==> config.mk <==
export PLATFORM = sky130hd
export DESIGN_NAME = sar_conv_ctrl
export DESIGN_NICKNAME = d
export VERILOG_FILES = /design/src/rtl/sar_pkg.sv /design/src/rtl/sar_edge_det.sv /design/src/rtl/sar_chan_latch.sv /design/src/rtl/sar_search.sv /design/src/rtl/sar_conv_ctrl.sv
export SDC_FILE = /design/constraint.sdc
export NUM_CORES = 1
export LEC_CHECK = 0
export BUFFER_PORTS_ARGS = -buffer_cell sky130_fd_sc_hd__buf_2
export CORE_MARGIN = 2
export CORE_UTILIZATION = 52
export DETAILED_ROUTE_END_ITERATION = 8
export PLACE_DENSITY = 0.77
export SLEW_MARGIN = 20
export SYNTH_ARGS = -nofsm -noshare
export SYNTH_HDL_FRONTEND = slang
export SYNTH_SLANG_ARGS = --single-unit
export TNS_END_PERCENT = 50
==> constraint.sdc <==
create_clock -name clk -period 1.7 [get_ports clk]
set_clock_uncertainty 0.1 [all_clocks]
set_input_delay 0.085 -clock clk [delete_from_list [all_inputs] [get_ports clk]]
set_output_delay 0.085 -clock clk [all_outputs]
set_load 0.1 [all_outputs]
==> src/rtl/sar_pkg.sv <==
`timescale 1ns/1ps
// Shared types for the successive-approximation controller.
package sar_pkg;

    // Sequencer phases: idle, armed (start high), searching.
    typedef enum logic [1:0] {
        ST_IDLE  = 2'd0,
        ST_ARMED = 2'd1,
        ST_CONV  = 2'd2
    } sar_state_t;

endpackage

==> src/rtl/sar_edge_det.sv <==
`timescale 1ns/1ps
// Edge detector for a synchronous control input.
// Assumes the input is already in the clk domain. It reports the rising
// and falling edge in the cycle the new level is first sampled.
module sar_edge_det (
    input  logic clk,
    input  logic rst_n,
    input  logic level_i,
    output logic rise_o,
    output logic fall_o
);
    logic level_q;

    // Remember the level seen at the previous edge.
    always_ff @(posedge clk) begin
        if (!rst_n) level_q <= 1'b0;
        else        level_q <= level_i;
    end

    assign rise_o = level_i & ~level_q;
    assign fall_o = ~level_i & level_q;
endmodule

==> src/rtl/sar_chan_latch.sv <==
`timescale 1ns/1ps
// Channel select latch.
// Captures the channel address on the rising edge of the strobe and holds it
// until the next rising edge. Assumes the strobe and address are synchronous.
module sar_chan_latch #(
    parameter int CHAN_W = 3
) (
    input  logic              clk,
    input  logic              rst_n,
    input  logic              strobe_i,
    input  logic [CHAN_W-1:0] addr_i,
    output logic [CHAN_W-1:0] sel_o
);
    logic strobe_q;

    // Track the strobe so that only its rising edge loads the select.
    always_ff @(posedge clk) begin
        if (!rst_n) strobe_q <= 1'b0;
        else        strobe_q <= strobe_i;
    end

    // Load the select on a strobe rising edge, keep it otherwise.
    always_ff @(posedge clk) begin
        if (!rst_n)                      sel_o <= '0;
        else if (strobe_i && !strobe_q)  sel_o <= addr_i;
    end
endmodule

==> src/rtl/sar_search.sv <==
`timescale 1ns/1ps
// Binary-search engine.
// On go_i it loads a midscale trial and then settles one bit per clock from
// the MSB down, using the comparator decision for the bit under test.
// clr_i abandons a search and zeroes the trial. The result register is
// written only when the LSB decision is made. Assumes clr_i and go_i are
// never high together.
module sar_search #(
    parameter int RES_W = 8
) (
    input  logic             clk,
    input  logic             rst_n,
    input  logic             clr_i,
    input  logic             go_i,
    input  logic             cmp_above_i,
    output logic [RES_W-1:0] trial_o,
    output logic [RES_W-1:0] result_o,
    output logic             busy_o,
    output logic             last_o,
    output logic             ser_bit_o,
    output logic             ser_vld_o
);
    localparam int IDX_W = (RES_W > 1) ? $clog2(RES_W) : 1;
    localparam logic [IDX_W-1:0] TOP_IDX = IDX_W'(RES_W - 1);
    localparam logic [RES_W-1:0] MID_CODE = RES_W'(1) << (RES_W - 1);

    logic [IDX_W-1:0] idx_q;
    logic [RES_W-1:0] next_trial;

    // Next trial: resolve the bit under test, then raise the bit below it.
    always_comb begin
        next_trial = trial_o;
        for (int b = 0; b < RES_W; b++) begin
            if (b == int'(idx_q) && !cmp_above_i) next_trial[b] = 1'b0;
            if (b + 1 == int'(idx_q))             next_trial[b] = 1'b1;
        end
    end

    assign last_o = busy_o && (idx_q == '0);

    // Search state: trial code, bit index and busy flag.
    always_ff @(posedge clk) begin
        if (!rst_n) begin
            trial_o <= '0;
            idx_q   <= '0;
            busy_o  <= 1'b0;
        end else if (clr_i) begin
            trial_o <= '0;
            idx_q   <= '0;
            busy_o  <= 1'b0;
        end else if (go_i) begin
            trial_o <= MID_CODE;
            idx_q   <= TOP_IDX;
            busy_o  <= 1'b1;
        end else if (busy_o) begin
            trial_o <= next_trial;
            if (idx_q == '0) busy_o <= 1'b0;
            else             idx_q  <= idx_q - 1'b1;
        end
    end

    // Result register: written only by the final decision.
    always_ff @(posedge clk) begin
        if (!rst_n)                  result_o <= '0;
        else if (!clr_i && last_o)   result_o <= next_trial;
    end

    // Serial stream: one registered bit per decision, MSB first.
    always_ff @(posedge clk) begin
        if (!rst_n) begin
            ser_bit_o <= 1'b0;
            ser_vld_o <= 1'b0;
        end else begin
            ser_vld_o <= busy_o && !clr_i;
            if (busy_o && !clr_i) ser_bit_o <= cmp_above_i;
        end
    end
endmodule

==> src/rtl/sar_conv_ctrl.sv <==
`timescale 1ns/1ps
// Successive-approximation conversion controller (top).
// Sequences arm on start rising, launch on start falling, and abort on a
// new start rising during a search. It raises end-of-conversion when the
// last bit is settled. Holds the sample for the whole search. Assumes all
// inputs are synchronous to clk and the comparator settles within a cycle.
module sar_conv_ctrl #(
    parameter int RES_W  = 8,
    parameter int CHAN_W = 3
) (
    input  logic              clk,
    input  logic              rst_n,
    input  logic              start_i,
    input  logic              cmp_above_i,
    input  logic              addr_strobe_i,
    input  logic [CHAN_W-1:0] chan_addr_i,
    output logic [RES_W-1:0]  dac_code_o,
    output logic              hold_o,
    output logic [CHAN_W-1:0] chan_sel_o,
    output logic              eoc_o,
    output logic [RES_W-1:0]  result_o,
    output logic              serial_bit_o,
    output logic              serial_valid_o
);
    import sar_pkg::*;

    sar_state_t state_q;
    logic start_rise, start_fall, launch, last_step;

    sar_edge_det start_edge_i (
        .clk     (clk),
        .rst_n   (rst_n),
        .level_i (start_i),
        .rise_o  (start_rise),
        .fall_o  (start_fall)
    );

    sar_chan_latch #(.CHAN_W(CHAN_W)) chan_latch_i (
        .clk      (clk),
        .rst_n    (rst_n),
        .strobe_i (addr_strobe_i),
        .addr_i   (chan_addr_i),
        .sel_o    (chan_sel_o)
    );

    assign launch = (state_q == ST_ARMED) && start_fall;

    sar_search #(.RES_W(RES_W)) search_i (
        .clk         (clk),
        .rst_n       (rst_n),
        .clr_i       (start_rise),
        .go_i        (launch),
        .cmp_above_i (cmp_above_i),
        .trial_o     (dac_code_o),
        .result_o    (result_o),
        .busy_o      (hold_o),
        .last_o      (last_step),
        .ser_bit_o   (serial_bit_o),
        .ser_vld_o   (serial_valid_o)
    );

    // Phase sequencing and end-of-conversion flag; a start rise wins.
    always_ff @(posedge clk) begin
        if (!rst_n) begin
            state_q <= ST_IDLE;
            eoc_o   <= 1'b0;
        end else if (start_rise) begin
            state_q <= ST_ARMED;
            eoc_o   <= 1'b0;
        end else begin
            case (state_q)
                ST_ARMED: if (start_fall) state_q <= ST_CONV;
                ST_CONV: if (last_step) begin
                    state_q <= ST_IDLE;
                    eoc_o   <= 1'b1;
                end
                default: state_q <= ST_IDLE;
            endcase
        end
    end
endmodule

---- After elaboration in Yosys (flattened, before gate mapping) ----
Cells that the tools add are included.
storage, ports and cells
  bits in registers ....................... 30
  latch bits .............................. 0
  bits in writable memories ............... 0
  memory bits (read-only) ................. 0
  input bits .............................. 8
  logic and storage cells ................. 85
  memories kept ........................... 0
cells by class
  add/sub/neg operators ................... 1
  $mul .................................... 0
  div/mod/pow operators ................... 0
  order comparisons ....................... 0
  eq/ne operators ......................... 14
  shifts and indexed selects .............. 0
  muxes and demuxes ....................... 27
  bitwise logic cells ..................... 5
  reductions and logical operators ........ 25
operators with widths
  cell                   count
  $mux W1                19
  $mux W8                2
  $logic_and A1 B1 Y1    13
  $eq A3 B3 Y1 const A   4
  $mux W3                3
  $reduce_and A2 Y1      4
  $eq A2 B3 Y1 const A   2
  $logic_not A3 Y1       2
  $mux W2                2
  $ne A2 B2 Y1 const B   2
  $pmux W2 S2            1
  $eq A1 B3 Y1 const A   1
  $logic_not A1 Y1       3
  $ne A3 B1 Y1 const B   1
  $ne A3 B2 Y1 const B   1
  $not A1 Y1             3
  $reduce_or A3 Y1       1
  $sub A3 B1 Y3 const B  1
  $and A1 B1 Y1          2
  $eq A2 B1 Y1 const B   1
  $eq A2 B2 Y1 const B   1
  $ne A2 B1 Y1 const B   1
  $reduce_bool A2 Y1     1
  $reduce_or A2 Y1       1

---- Depth between registers and ports, before layout ----
  depth in word-level cells ............... 6
  gate-level depth with buffers ........... 5
  depth with buffers taken out ............ 5

---- Modules after synthesis ----
From an unflattened synthesis, not the netlist that was laid out.
unflattened totals
  cell total of the unflattened synthesis .. 139
  area, all modules ....................... 1346.3 µm²
modules (own cells, without submodules)
  module          times used  cells each  area each (µm²)
  sar_search      1           108         1029.7
  sar_chan_latch  1           15          153.9
  sar_conv_ctrl   1           12          123.9
  sar_edge_det    1           4           38.8

---- Least setup slack after synthesis ----
OpenSTA, ideal clock, no wires.
  path kind ............................... register -> register
  from .................................... register search_i.busy_o
  to ...................................... register search_i.trial_o[7]
  setup time .............................. 0.126 ns
  arrival ................................. 1.694 ns
  data required time ...................... 1.474 ns
  setup slack ............................. -0.220 ns
  stages on the path, launching flop included .. 5
  path buffers ............................ 1
  period minus slack after synthesis ...... 1.920 ns
  cells stage by stage .................... dfxtp_1 buf_2 inv_1 o31ai_1 a21oi_1
between the ends
  longest elaborated chain between the ends .. 1
ends and longest elaborated chain
  item                                 RTL line          RTL
  from (decl)                          sar_search.sv:18  output logic busy_o,
  from (signal assigned)               sar_search.sv:46  busy_o <= 1'b0;
  from (signal assigned)               sar_search.sv:50  busy_o <= 1'b0;
  from (signal assigned)               sar_search.sv:54  busy_o <= 1'b1;
  $reduce_bool A2 Y1 (no source line)  --
  to (signal assigned)                 sar_search.sv:56  trial_o <= next_trial;
  to (decl)                            sar_search.sv:16  output logic [RES_W-1:0] trial_o,
Every way passes these cells.
A chain may end at the register's enable or synchronous reset.

---- Worst setup path in the final report ----
  from .................................... register search_i.idx_q[0]
  to ...................................... register search_i.result_o[2]
between the ends
  longest elaborated chain between the ends .. 4
  elaborated cells between the ends (all ways) .. 8
  classes of those cells .................. eq/ne (2); mux (2); reduce/logical (4)
ends and longest elaborated chain
  item                    RTL line          RTL
  from (decl)             sar_search.sv:27  logic [IDX_W-1:0] idx_q;
  from (signal assigned)  sar_search.sv:58  else idx_q <= idx_q - 1'b1;
  $eq A3 B3 Y1            sar_search.sv:34  if (b == int'(idx_q) && !cmp_above_i) next_trial[b] = 1'b0;
  $logic_and A1 B1 Y1     sar_search.sv:34
  $mux W1                 sar_search.sv:34
  $mux W1                 sar_search.sv:35  if (b + 1 == int'(idx_q)) next_trial[b] = 1'b1;
  to (signal assigned)    sar_search.sv:65  else if (!clr_i && last_o) result_o <= next_trial;
  to (decl)               sar_search.sv:17  output logic [RES_W-1:0] result_o,
Several ways; a longest one is shown, not always the timed one.

==> metrics <==
crit path max-delay cell type or3b_1; Die W approximately 55 um; core area ~2500 um^2; worst min-delay path class in -> reg; vias in the first global route around 950; IR drop worst, VDD about 0.0007 V; FFs w/ async S/R, synth 0%; Initial Utilization between 50% and 60%; WL/cell 14.0 um; period utilisation layout a little over nine tenths; ys flop type dfxtp_1; number of port buffers 30; number of diodes 0; Area contributors post-synth dfxtp_1, ha_1, mux2i_1; Vias per Instance about 5.5; Worst-path clk slew about 0.09 ns; crit path buf inv count 1; CP Capture Type register; worst-margin pin slew about 0.55 ns; Final Critical Period between 1.5 and 2 ns; Clk Tree Root Cell clkbuf_4; WL final 2880 um; fin. max-slew vios 0; cell family with most CP delay simple AND/OR/NAND/NOR gates; leakage dissipation about 0.67 nW; Post-DRT Antenna Nets 0; cts bufs inserted 5; post-synth net total 149; maxcap violations 0; ordered cell list for the critical path inv_1 > ha_1 > or3b_1 > a22oi_1 > o21ai_1; part of the Yosys area used for sequential elements ~45%; largest net degree at the start of global routing 21; IO Pins 31; Cell variety after synth 38; initial antenna violation count 0; GP Congestion 0.839; kind of critical path reg -> reg; most common cell in the netlist dfxtp_1; CTS tree built; post-CTS setup buffers 0; Worst R2R Start search_i.idx_q[0]$_SDFFE_PP0P_; Worst Setup SP search_i.idx_q[0]$_SDFFE_PP0P_; Slew HR 63.3%; final setup vio count 0; Final Hold Fails 0; post-synth top area share between 40% and 50%; RSZ-0062 raised after global routing false; first-pass GRT wire length about 4300 um; CP peak stage delay ~0.35 ns; Post-synth top cells dfxtp_1, nor2_1; Total GRT Usage a little over a fifth; Data arrival, critical path approximately 1.7 ns; Congestion Overflow GR 0; # clock sinks 30; DRC errors left 0; die area ~3000 um^2; Initial DRC Count 25; first drt pass iteration count 4; synthesized instance count between 100 and 150; status complete, no violations; crit path launch type register; setup TNS 0 ns; worst min-delay path startpoint rst_n; post-synth top area cell dfxtp_1; Avg Cell Area, Syn 9.81 um^2; height of the die 54.6 um; area delta synth->final 23.9%; Post-synth EDFFs 0; Yosys reg bits 30; WHS 0.0589 ns; # H-tree levels 2; latest clock arrival within the worst-skew pair roughly 0.33 ns; layout cells sized above 1 between 20 and 30%; post-layout net count 188; warnings from Yosys 0; row count 18; design area between 1500 and 2000 um^2; CTS max path bufs 2; Max Clk Rate about 630 MHz; worst-path maximum fanout 5; Vias roughly 1100; Critical Path RT 1.81 ns; DP HPWL 2060 um; power per cell area 829 nW/um^2; Synth Cell Area 1330 um^2; DP Area 1510 um^2
## final timing paths
path	slack, ns	cells past startpoint	to
worst max register to register	0.10	5	search_i.result_o[2]$_SDFFE_PN0P_
worst min register to register	0.37	2	eoc_o$_SDFFE_PP0P_
worst max-delay path	0.10	5	search_i.result_o[2]$_SDFFE_PN0P_
worst min-delay path	0.06	2	chan_latch_i.sel_o[1]$_SDFFE_PN0P_
## cell type report
class / instances / area, um^2
clock buffers: 8 / 78.8
fillers: 205 / 802
inverters: 4 / 15.0
multi-input cells: 96 / 694
flip-flops and latches: 30 / 602
well taps: 30 / 37.5
repair buffers: 38 / 225
## sequential cells by signal (all words and copies together) (netlist names)
| name | cells |
|---|---|
| search_i.idx_q | 3 |
| search_i.trial_o | 8 |
| start_edge_i.level_q | 1 |
| search_i.busy_o | 1 |
| chan_latch_i.sel_o | 3 |
| search_i.result_o | 8 |
| search_i.ser_vld_o | 1 |
| state_q | 2 |
| search_i.ser_bit_o | 1 |
| chan_latch_i.strobe_q | 1 |
| eoc_o | 1 |
## placed cells by master, fill, tap and decap left out, types with 2 or more instances in the layout
| master | n |
|---|---|
| inv_1 | 4 |
| o211ai_1 | 6 |
| a21oi_1 | 5 |
| nor2b_1 | 6 |
| o21ai_0 | 5 |
| nor2_1 | 11 |
| buf_4 | 2 |
| nand3_1 | 3 |
| dfxtp_1 | 29 |
| buf_2 | 30 |
| ha_1 | 4 |
| clkbuf_4 | 5 |
| a22oi_1 | 4 |
| dlygate4sd3_1 | 6 |
| nand2_1 | 6 |
| a21boi_0 | 2 |
| o21ai_1 | 2 |
| and2_1 | 2 |
| or3b_1 | 3 |
| nand3b_1 | 4 |
| a21boi_1 | 2 |
| mux2i_1 | 6 |
| nand2b_1 | 3 |
| clkbuf_8 | 3 |
| a211oi_1 | 5 |
## report_power, final
| group | switching (mW) | internal [mW] | leakage (nW) | total [mW] |
|---|---|---|---|---|
| clock | 0.237 | 0.282 | 0.0446 | 0.520 |
| sequential | 0.00996 | 0.713 | 0.244 | 0.723 |
| combinational | 0.0848 | 0.0432 | 0.378 | 0.128 |
| total | 0.332 | 1.04 | 0.666 | 1.37 |
## metal layers
metal  part of all wire (%)  track usage [%]  vias to the layer above
li1                       -                -                      572
met1                     43             24.6                      520
met2                     49             34.9                       39
met3                    7.5             7.38                        4
met4                    1.1             7.92                        0
met5                      0                0                        -
## through the flow
step / utilization (%) / setup WS [ns] / cells / power [mW]
2_1_floorplan: - / 0.149 / 136 / 0.830
4_1_cts: 67.1 / 0.0524 / 206 / 1.38
3_5_place_dp: 61.5 / 0.0878 / 192 / 0.857
3_3_place_gp: 61.5 / 0.160 / 192 / 0.854
5_1_grt: 67.3 / 0.0220 / 206 / 1.43
6_report: 67.3 / 0.100 / 206 / 1.37
## timing repair
item,4_1_cts,5_1_grt
endpoints found under the hold margin,6,0
hold buffers,6,0
setup endpoints to repair,0,7
gates resized for setup,0,3
## logic make-up (layout without fill, tap and decap cells)
logic type | count (synthesis) | count (layout) | synth area share, %
AOI/OAI and AO/OA | 39 | 39 | 20.8
DFF | 30 | 30 | 45.0
muxes | 6 | 6 | 4.50
adders and majority gates | 5 | 5 | 4.69
buffers and inverters | 10 | 50 | 3.28
and+or+nand+nor | 46 | 46 | 21.7
Power figures use the tool's default switching activity.
